==> src/rtl/ivc_pkg.sv <==
`timescale 1ns/1ps
package ivc_pkg;
    localparam int NSRC    = 64;
    localparam int PRIO_W  = 4;
    localparam int MASK_W  = 5;
    localparam int PER_GRP = 32 / PRIO_W;
    localparam int NGRP    = NSRC / PER_GRP;
    localparam int IDX_W   = $clog2(NSRC);
    localparam int ADDR_W  = 8;
    localparam logic [15:0] VEC_NONE = 16'hFFFF;

    localparam logic [ADDR_W-1:0] OFS_CTRL   = 8'h00;
    localparam logic [ADDR_W-1:0] OFS_MASK   = 8'h04;
    localparam logic [ADDR_W-1:0] OFS_SETNUM = 8'h08;
    localparam logic [ADDR_W-1:0] OFS_CLRNUM = 8'h0C;
    localparam logic [ADDR_W-1:0] OFS_ENH    = 8'h10;
    localparam logic [ADDR_W-1:0] OFS_ENL    = 8'h14;
    localparam logic [ADDR_W-1:0] OFS_TYPH   = 8'h18;
    localparam logic [ADDR_W-1:0] OFS_TYPL   = 8'h1C;
    localparam logic [ADDR_W-1:0] OFS_NVEC   = 8'h40;
    localparam logic [ADDR_W-1:0] OFS_FVEC   = 8'h44;
    localparam logic [ADDR_W-1:0] OFS_SRCH   = 8'h48;
    localparam logic [ADDR_W-1:0] OFS_SRCL   = 8'h4C;
    localparam logic [ADDR_W-1:0] OFS_FRCH   = 8'h50;
    localparam logic [ADDR_W-1:0] OFS_FRCL   = 8'h54;
    localparam logic [ADDR_W-1:0] OFS_NPH    = 8'h58;
    localparam logic [ADDR_W-1:0] OFS_NPL    = 8'h5C;
    localparam logic [ADDR_W-1:0] OFS_FPH    = 8'h60;
    localparam logic [ADDR_W-1:0] OFS_FPL    = 8'h64;

    // priority groups are laid out in descending group order
    function automatic logic [ADDR_W-1:0] grp_ofs(input int g);
        return ADDR_W'(32 + 4 * (NGRP - 1 - g));
    endfunction
endpackage

==> src/rtl/ivc_regs.sv <==
`timescale 1ns/1ps
module ivc_regs
    import ivc_pkg::*;
(
    input  logic                     clk,
    input  logic                     rst_n,
    input  logic                     wr,
    input  logic [ADDR_W-1:0]        addr,
    input  logic [31:0]              wdata,
    output logic [31:0]              rdata,
    output logic [NSRC-1:0]          en_o,
    output logic [NSRC-1:0]          typ_o,
    output logic [NSRC-1:0]          frc_o,
    output logic [NSRC*PRIO_W-1:0]   prio_o,
    output logic [MASK_W-1:0]        mask_o,
    input  logic [NSRC-1:0]          src_q,
    input  logic [NSRC-1:0]          npend_q,
    input  logic [NSRC-1:0]          fpend_q,
    input  logic [15:0]              nvec_q,
    input  logic [15:0]              fvec_q
);
    logic [31:0]       ctrl_q;
    logic [MASK_W-1:0] mask_q;
    logic [NSRC-1:0]   en_q, typ_q, frc_q;
    logic [31:0]       grp_q [NGRP];
    logic              num_ok;

    assign num_ok = (wdata[31:IDX_W] == '0);

    always_ff @(posedge clk or negedge rst_n) begin
        if (!rst_n) begin
            ctrl_q <= '0;
            mask_q <= '1;
            en_q   <= '0;
            typ_q  <= '0;
            frc_q  <= '0;
        end else if (wr) begin
            case (addr)
                OFS_CTRL:   ctrl_q <= wdata;
                OFS_MASK:   mask_q <= wdata[MASK_W-1:0];
                OFS_SETNUM: if (num_ok) en_q[wdata[IDX_W-1:0]] <= 1'b1;
                OFS_CLRNUM: if (num_ok) en_q[wdata[IDX_W-1:0]] <= 1'b0;
                OFS_ENH:    en_q[NSRC-1:32]  <= wdata;
                OFS_ENL:    en_q[31:0]       <= wdata;
                OFS_TYPH:   typ_q[NSRC-1:32] <= wdata;
                OFS_TYPL:   typ_q[31:0]      <= wdata;
                OFS_FRCH:   frc_q[NSRC-1:32] <= wdata;
                OFS_FRCL:   frc_q[31:0]      <= wdata;
                default: ;
            endcase
        end
    end

    for (genvar g = 0; g < NGRP; g++) begin : g_grp
        always_ff @(posedge clk or negedge rst_n) begin
            if (!rst_n)                          grp_q[g] <= '0;
            else if (wr && addr == grp_ofs(g))   grp_q[g] <= wdata;
        end
        assign prio_o[g*32 +: 32] = grp_q[g];
    end

    always_comb begin
        case (addr)
            OFS_CTRL: rdata = ctrl_q;
            OFS_MASK: rdata = 32'(mask_q);
            OFS_ENH:  rdata = en_q[NSRC-1:32];
            OFS_ENL:  rdata = en_q[31:0];
            OFS_TYPH: rdata = typ_q[NSRC-1:32];
            OFS_TYPL: rdata = typ_q[31:0];
            OFS_NVEC: rdata = {nvec_q, 16'h0};
            OFS_FVEC: rdata = {fvec_q, 16'h0};
            OFS_SRCH: rdata = src_q[NSRC-1:32];
            OFS_SRCL: rdata = src_q[31:0];
            OFS_FRCH: rdata = frc_q[NSRC-1:32];
            OFS_FRCL: rdata = frc_q[31:0];
            OFS_NPH:  rdata = npend_q[NSRC-1:32];
            OFS_NPL:  rdata = npend_q[31:0];
            OFS_FPH:  rdata = fpend_q[NSRC-1:32];
            OFS_FPL:  rdata = fpend_q[31:0];
            default:  rdata = '0;
        endcase
        for (int g = 0; g < NGRP; g++)
            if (addr == grp_ofs(g)) rdata = grp_q[g];
    end

    assign en_o   = en_q;
    assign typ_o  = typ_q;
    assign frc_o  = frc_q;
    assign mask_o = mask_q;

    assert_setnum_R2: assert property (@(posedge clk) disable iff (!rst_n)
        (wr && addr == OFS_SETNUM && num_ok) |=> en_q[$past(wdata[IDX_W-1:0])]);
    assert_clrnum_R2: assert property (@(posedge clk) disable iff (!rst_n)
        (wr && addr == OFS_CLRNUM && num_ok) |=> !en_q[$past(wdata[IDX_W-1:0])]);
    assert_badnum_R2: assert property (@(posedge clk) disable iff (!rst_n)
        (wr && (addr == OFS_SETNUM || addr == OFS_CLRNUM) && !num_ok) |=> $stable(en_q));
endmodule

==> src/rtl/ivc_norm_arb.sv <==
`timescale 1ns/1ps
module ivc_norm_arb
    import ivc_pkg::*;
(
    input  logic [NSRC-1:0]        pend,
    input  logic [NSRC*PRIO_W-1:0] prio,
    input  logic [MASK_W-1:0]      mask,
    output logic [15:0]            vec,
    output logic                   valid
);
    logic [PRIO_W-1:0] p, best_p;
    logic [IDX_W-1:0]  best_i;
    logic              found;

    // ascending scan with >= lets the higher index win a tie
    always_comb begin
        best_p = '0;
        best_i = '0;
        found  = 1'b0;
        p      = '0;
        for (int i = 0; i < NSRC; i++) begin
            p = prio[i*PRIO_W +: PRIO_W];
            if (pend[i] && (MASK_W'(p) > mask) && (!found || p >= best_p)) begin
                best_p = p;
                best_i = IDX_W'(i);
                found  = 1'b1;
            end
        end
        valid = found;
        vec   = found ? 16'(best_i) : VEC_NONE;
    end
endmodule

==> src/rtl/ivc_fast_pick.sv <==
`timescale 1ns/1ps
module ivc_fast_pick
    import ivc_pkg::*;
(
    input  logic [NSRC-1:0] pend,
    output logic [15:0]     vec
);
    always_comb begin
        vec = VEC_NONE;
        for (int i = 0; i < NSRC; i++)
            if (pend[i]) vec = 16'(i);
    end
endmodule

==> src/rtl/vec_prio_intc.sv <==
`timescale 1ns/1ps
module vec_prio_intc
    import ivc_pkg::*;
(
    input  logic         clk,
    input  logic         rst_n,
    input  logic         bus_wr,
    input  logic [7:0]   bus_addr,
    input  logic [31:0]  bus_wdata,
    output logic [31:0]  bus_rdata,
    input  logic [63:0]  src_in,
    output logic         irq_normal,
    output logic         irq_fast
);
    logic [NSRC-1:0]        en, typ, frc;
    logic [NSRC*PRIO_W-1:0] prio;
    logic [MASK_W-1:0]      mask;
    logic [NSRC-1:0]        live, npend_c, fpend_c;
    logic [NSRC-1:0]        src_q, npend_q, fpend_q;
    logic [15:0]            nvec_c, fvec_c, nvec_q, fvec_q;
    logic                   nvalid_c, irqn_q, irqf_q;

    ivc_regs u_regs (
        .clk(clk), .rst_n(rst_n), .wr(bus_wr), .addr(bus_addr),
        .wdata(bus_wdata), .rdata(bus_rdata),
        .en_o(en), .typ_o(typ), .frc_o(frc), .prio_o(prio), .mask_o(mask),
        .src_q(src_q), .npend_q(npend_q), .fpend_q(fpend_q),
        .nvec_q(nvec_q), .fvec_q(fvec_q)
    );

    assign live    = (src_in | frc) & en;
    assign npend_c = live & ~typ;
    assign fpend_c = live & typ;

    ivc_norm_arb u_narb (
        .pend(npend_c), .prio(prio), .mask(mask), .vec(nvec_c), .valid(nvalid_c)
    );

    ivc_fast_pick u_fpick (.pend(fpend_c), .vec(fvec_c));

    always_ff @(posedge clk or negedge rst_n) begin
        if (!rst_n) begin
            src_q   <= '0;
            npend_q <= '0;
            fpend_q <= '0;
            nvec_q  <= VEC_NONE;
            fvec_q  <= VEC_NONE;
            irqn_q  <= 1'b0;
            irqf_q  <= 1'b0;
        end else begin
            src_q   <= src_in;
            npend_q <= npend_c;
            fpend_q <= fpend_c;
            nvec_q  <= nvec_c;
            fvec_q  <= fvec_c;
            irqn_q  <= nvalid_c;
            irqf_q  <= |fpend_c;
        end
    end

    assign irq_normal = irqn_q;
    assign irq_fast   = irqf_q;

    assert_irqn_vec_R7: assert property (@(posedge clk) disable iff (!rst_n)
        irq_normal == (nvec_q != VEC_NONE));
    assert_irqf_or_R7: assert property (@(posedge clk) disable iff (!rst_n)
        irq_fast == (fpend_q != '0));
    assert_nvec_pending_R5: assert property (@(posedge clk) disable iff (!rst_n)
        (nvec_q != VEC_NONE) |-> npend_q[nvec_q[IDX_W-1:0]]);
    assert_fvec_pending_R8: assert property (@(posedge clk) disable iff (!rst_n)
        (fpend_q == '0) == (fvec_q == VEC_NONE));
    assert_paths_disjoint_R3: assert property (@(posedge clk) disable iff (!rst_n)
        (npend_q & fpend_q) == '0);
endmodule

==> config.mk <==
export PLATFORM = sky130hd
export DESIGN_NAME = vec_prio_intc
export DESIGN_NICKNAME = d
export VERILOG_FILES = /design/src/rtl/ivc_pkg.sv /design/src/rtl/ivc_regs.sv /design/src/rtl/ivc_norm_arb.sv /design/src/rtl/ivc_fast_pick.sv /design/src/rtl/vec_prio_intc.sv
export SDC_FILE = /design/constraint.sdc
export NUM_CORES = 2
export LEC_CHECK = 0
export BUFFER_PORTS_ARGS = -buffer_cell sky130_fd_sc_hd__buf_2
export CAP_MARGIN = 40
export CORE_MARGIN = 3
export CORE_UTILIZATION = 65
export DETAILED_ROUTE_END_ITERATION = 8
export GPL_TIMING_DRIVEN = 0
export PLACE_DENSITY = 0.84
export SLEW_MARGIN = 20
export SYNTH_ARGS = -nofsm -noshare
export SYNTH_HDL_FRONTEND = slang
export SYNTH_SLANG_ARGS = --single-unit
==> constraint.sdc <==
create_clock -name clk -period 158.5 [get_ports clk]
set_clock_uncertainty 0.2 [all_clocks]
set_input_delay 7.925 -clock clk [delete_from_list [all_inputs] [get_ports clk]]
set_output_delay 7.925 -clock clk [all_outputs]
set_load 0.01 [all_outputs]
==> results list <==
* Layout area overhead: 11.9%
- Later-pin clock latency in the skew report: a little under 700 ps
- Cell repeated most along the worst path: sky130_fd_sc_hd__ha_1
- The floorplan step defined a die boundary enclosing 0.0790 sq mm.
- Synthesis inferred slightly below 700 register bits.
- Crit path from: src_in[0]
* DRC viols: 0
- The worst setup path is launched from an input port.
* Placeable core region: 0.0747 sq mm
- The worst path meets setup with ~43000 ps of slack.
- Global Route Usage Sum: 0.559
- The worst path needs 115450 ps of the cycle, external delays included.
- Clock Tree Buf Depth: 3
- Via Count: 49300
- Number of CTS-inserted buffers: 74
- In this run the most critical hold path is launched from u_regs.ctrl_q[13]$_DFFE_PN0P_.
- A synthesized cell averages roughly 9.5 sq um.
* Cell Pwr Density: between 8 and 9 mW/mm^2
- Prior to clock tree synthesis, the placed netlist has a worst setup slack of approximately 45000 ps.
* Number of endpoints with negative hold slack in the final report: 0
* Horizontal die dimension: ~280 um
- Yosys warnings: 0
- Max capacitance violation total: 0
* Met2 routed wirelength: between 80000 and 90000 um
- The run finished with clean final reports.
* Number of detailed-routing iterations run before antenna repair: 9
- Headroom to the max-slew limit came out at 0.210.
* CP required: 158860 ps
* Highest Clock Rate: between 0.008 and 0.009 GHz
- CTS H-Tree Depth: 3
- On the critical path, the stage with the largest delay is an instance of sky130_fd_sc_hd__a2111oi_0.
- For this run, the register share of the synthesized area comes to 0.353.
- Detailed routing placed a total of roughly 34000 um of wire on met3.
- In this run the remaining antenna-violating nets after routing total 0.
- After detailed routing, the average wire length per cell comes to between 30 and 40 um.
- Vias in the first global route: between 40000 and 50000
* # port buffers: ~140
- Via density: around 7.5
- Number of distinct library cells after synthesis: 120
- Synth Cell Area: 0.0492 sq mm
* Area of all placed cells without fillers: between 0.05 and 0.06 sq mm
- Vertical extent of the die: between 200 and 300 um
- The initial antenna violation count is 31.
* Number of max-slew violations in the final report: 0
- First-pass GRT wire length: between 300000 and 400000 um
- Row generation in the floorplan step produced 100 rows.
* Area share of the largest cell type after synthesis: 0.343
* Crit-path max cell delay: 700 ps
* Post-Place Cell Area: between 0.05 and 0.06 sq mm
* Worst voltage drop across the vdd grid: 0.00774 mV
* Fraction of final layout cells with drive strength greater than 1: 0.174
- Detailed Route WL: approximately 220000 um
* Lkg Pwr: between 20 and 25 nW
- Count of buffers added by post-CTS timing repair for setup: 0
- Measured on the finished design, the core utilization comes to 0.737.
- After detailed routing, the wire length on met1 is 75200 um.
- Starting density of the core: 0.658
- Violation count after the first detailed-routing iteration: ~7800
* Top layer in use: met5
- In this run the worst path has a maximum fanout of 10.
* Cell family contributing the most delay on the critical path: compound AO/OA/AOI/OAI gates
- Clk pin slew, worst setup/hold paths: 60 ps
* Origin of the critical flop-to-flop path: u_regs.mask_o[0]$_DFFE_PN1P_
- Synthesis produced a netlist with a net count of around 5800.
- Counting every sink on the clock net gives 693.
- In the finished design, the share of the clock period the worst path needs comes to 0.728.
- For this run the aggregate overflow at the end of global routing stands at 0.
- Counting flops with a built-in enable in the synthesized netlist gives 0.
- Category of the critical setup timing path: input port to flop
- Fillers: 5538
* Setup TNS after final layout: 0 ps
- Final #Nets: around 6100
- The HPWL after detailed placement is ~170000 um.
- For this run, asynchronously set or reset flops after synthesis account for 1.00.
- In this run the clock root is driven by a sky130_fd_sc_hd__clkbuf_16.
* Setup repair after global routing missed its margin: false
- Setup violations remaining at the end of the flow were counted as 0.
- Pin placement for this block handled around 140 I/O pins.
* Actual slew at the worst max-slew pin: ~1200 ps
- Pin count of the biggest net entering global routing: 100
- Post-synthesis cell type with the largest combined area: sky130_fd_sc_hd__dfrtp_1
* Worst min path class: flop to flop
- Synthesis produced 5190 cells.
- Clock tree from TritonCTS: done
* Element type at the critical path end: flop
* Count of hold-fix buffers inserted at cts: 0
* Dominant synthesized flop cell: sky130_fd_sc_hd__dfrtp_1
- PostCTS Resize Cnt: 0
- Bufs and invs on worst path: 34
- Routability cong.: 1.12
- By area the synthesized netlist is led by sky130_fd_sc_hd__dfrtp_1 34%, sky130_fd_sc_hd__ha_1 12%, sky130_fd_sc_hd__mux2_2 10%.
* Arrival time of data at the critical path endpoint: 115800 ps
-- cell usage in the layout, fill, tap and decap left out, types with 169 or more instances in the layout --
cell,count
sky130_fd_sc_hd__dfrtp_1,674
sky130_fd_sc_hd__ha_1,453
sky130_fd_sc_hd__mux2_2,436
sky130_fd_sc_hd__nor2_1,425
sky130_fd_sc_hd__a21oi_1,321
sky130_fd_sc_hd__o21ai_0,297
sky130_fd_sc_hd__inv_1,264
sky130_fd_sc_hd__a22oi_1,261
sky130_fd_sc_hd__nand2_1,220
sky130_fd_sc_hd__clkbuf_1,169
-- synth_stat cells (all sizes together), types with 20 or more instances --
library cell,n
or2,53
nand2b,109
a22o,32
o211a,22
inv,268
a21oi,325
o22ai,45
nor2,425
nor2b,93
buf,76
and3,30
o31ai,53
nand4,63
nor3b,20
clkbuf,161
and2,70
o21a,131
nand2,220
or3,21
a211oi,56
a31oi,66
o211ai,96
dfrtp,674
a21o,80
o311ai,21
a221oi,41
nor3,51
a41oi,62
ha,453
nand3,79
mux2,439
o21ai,326
a22oi,261
-- cell families after synthesis --
group                    Yosys count  synth area share
buffers and inverters            505            0.0394
flip-flops                       693             0.353
AO/OA/AOI/OAI                   1804             0.258
AND/OR/NAND/NOR                 1278             0.130
multiplexers                     452             0.103
adder cells (fa/ha/maj)          458             0.116
-- final timing paths --
kind,depth (start not counted),endpoint,slack [ps]
min,1,u_regs.ctrl_q[13]$_DFFE_PN0P_,310
max,497,nvec_q[5]$_DFF_PN1_,43050
min in group asynchronous,1,u_regs.prio_o[142]$_DFFE_PN0P_,7030
max reg2reg,497,nvec_q[5]$_DFF_PN1_,49700
min reg2reg,1,u_regs.ctrl_q[13]$_DFFE_PN0P_,310
max in group asynchronous,4,u_regs.frc_o[54]$_DFFE_PN0P_,149250
-- report_power, final --
part           switching (W)   total, W  internal (W)
Clock              0.0000829   0.000192      0.000109
Combinational      0.0000370  0.0000624     0.0000254
Sequential         0.0000116   0.000195      0.000183
-- registers in the layout, indices dropped and copies added, names as in the netlist --
register / cells
nvec_q: 7
src_q: 64
irq_fast: 1
fpend_q: 64
u_regs.ctrl_q: 32
irq_normal: 1
u_regs.prio_o: 256
u_regs.mask_o: 5
u_regs.frc_o: 64
u_regs.en_o: 64
u_regs.typ_o: 64
fvec_q: 7
npend_q: 64
-- through the flow --
stage / instances / power [W] / hold WS (ps)
finish: 6558 / 0.000450 / 308
global route: 6537 / 0.000460 / 318
CTS: 6491 / 0.000443 / 309
detailed placement: 6356 / 0.000256 / 296
global placement: 6295 / 0.000252 / 287
floorplan: 5190 / 0.000229 / 251
-- worst reg2reg max path: cells and delay by family (launching register included) --
family,cells,cell delay [ps]
buffers and inverters,33,6620
AND/OR/NAND/NOR,156,25060
AO/OA/AOI/OAI,231,54010
adder cells (fa/ha/maj),69,18810
multiplexers,8,3150
flip-flops,1,850
-- metal layers --
layer	global-route usage	vias to the layer above
li1	-	20300
met1	0.640	23400
met2	0.773	4218
met3	0.263	1360
met4	0.503	18
met5	0.00427	-
-- area by class of cell --
type | count | area [sq um] | area share
multi-input combinational | 3992 | 29900 | 0.543
sequential | 693 | 17400 | 0.316
clock buffer | 98 | 2050 | 0.0373
timing repair buffer | 236 | 1870 | 0.0340
tap | 969 | 1210 | 0.0220
inverter | 268 | 1020 | 0.0185
buffer | 237 | 940 | 0.0171
clock inverter | 37 | 591 | 0.0107
antenna | 28 | 70.1 | 0.00127
No activity file was read; power rests on OpenSTA's default activity.
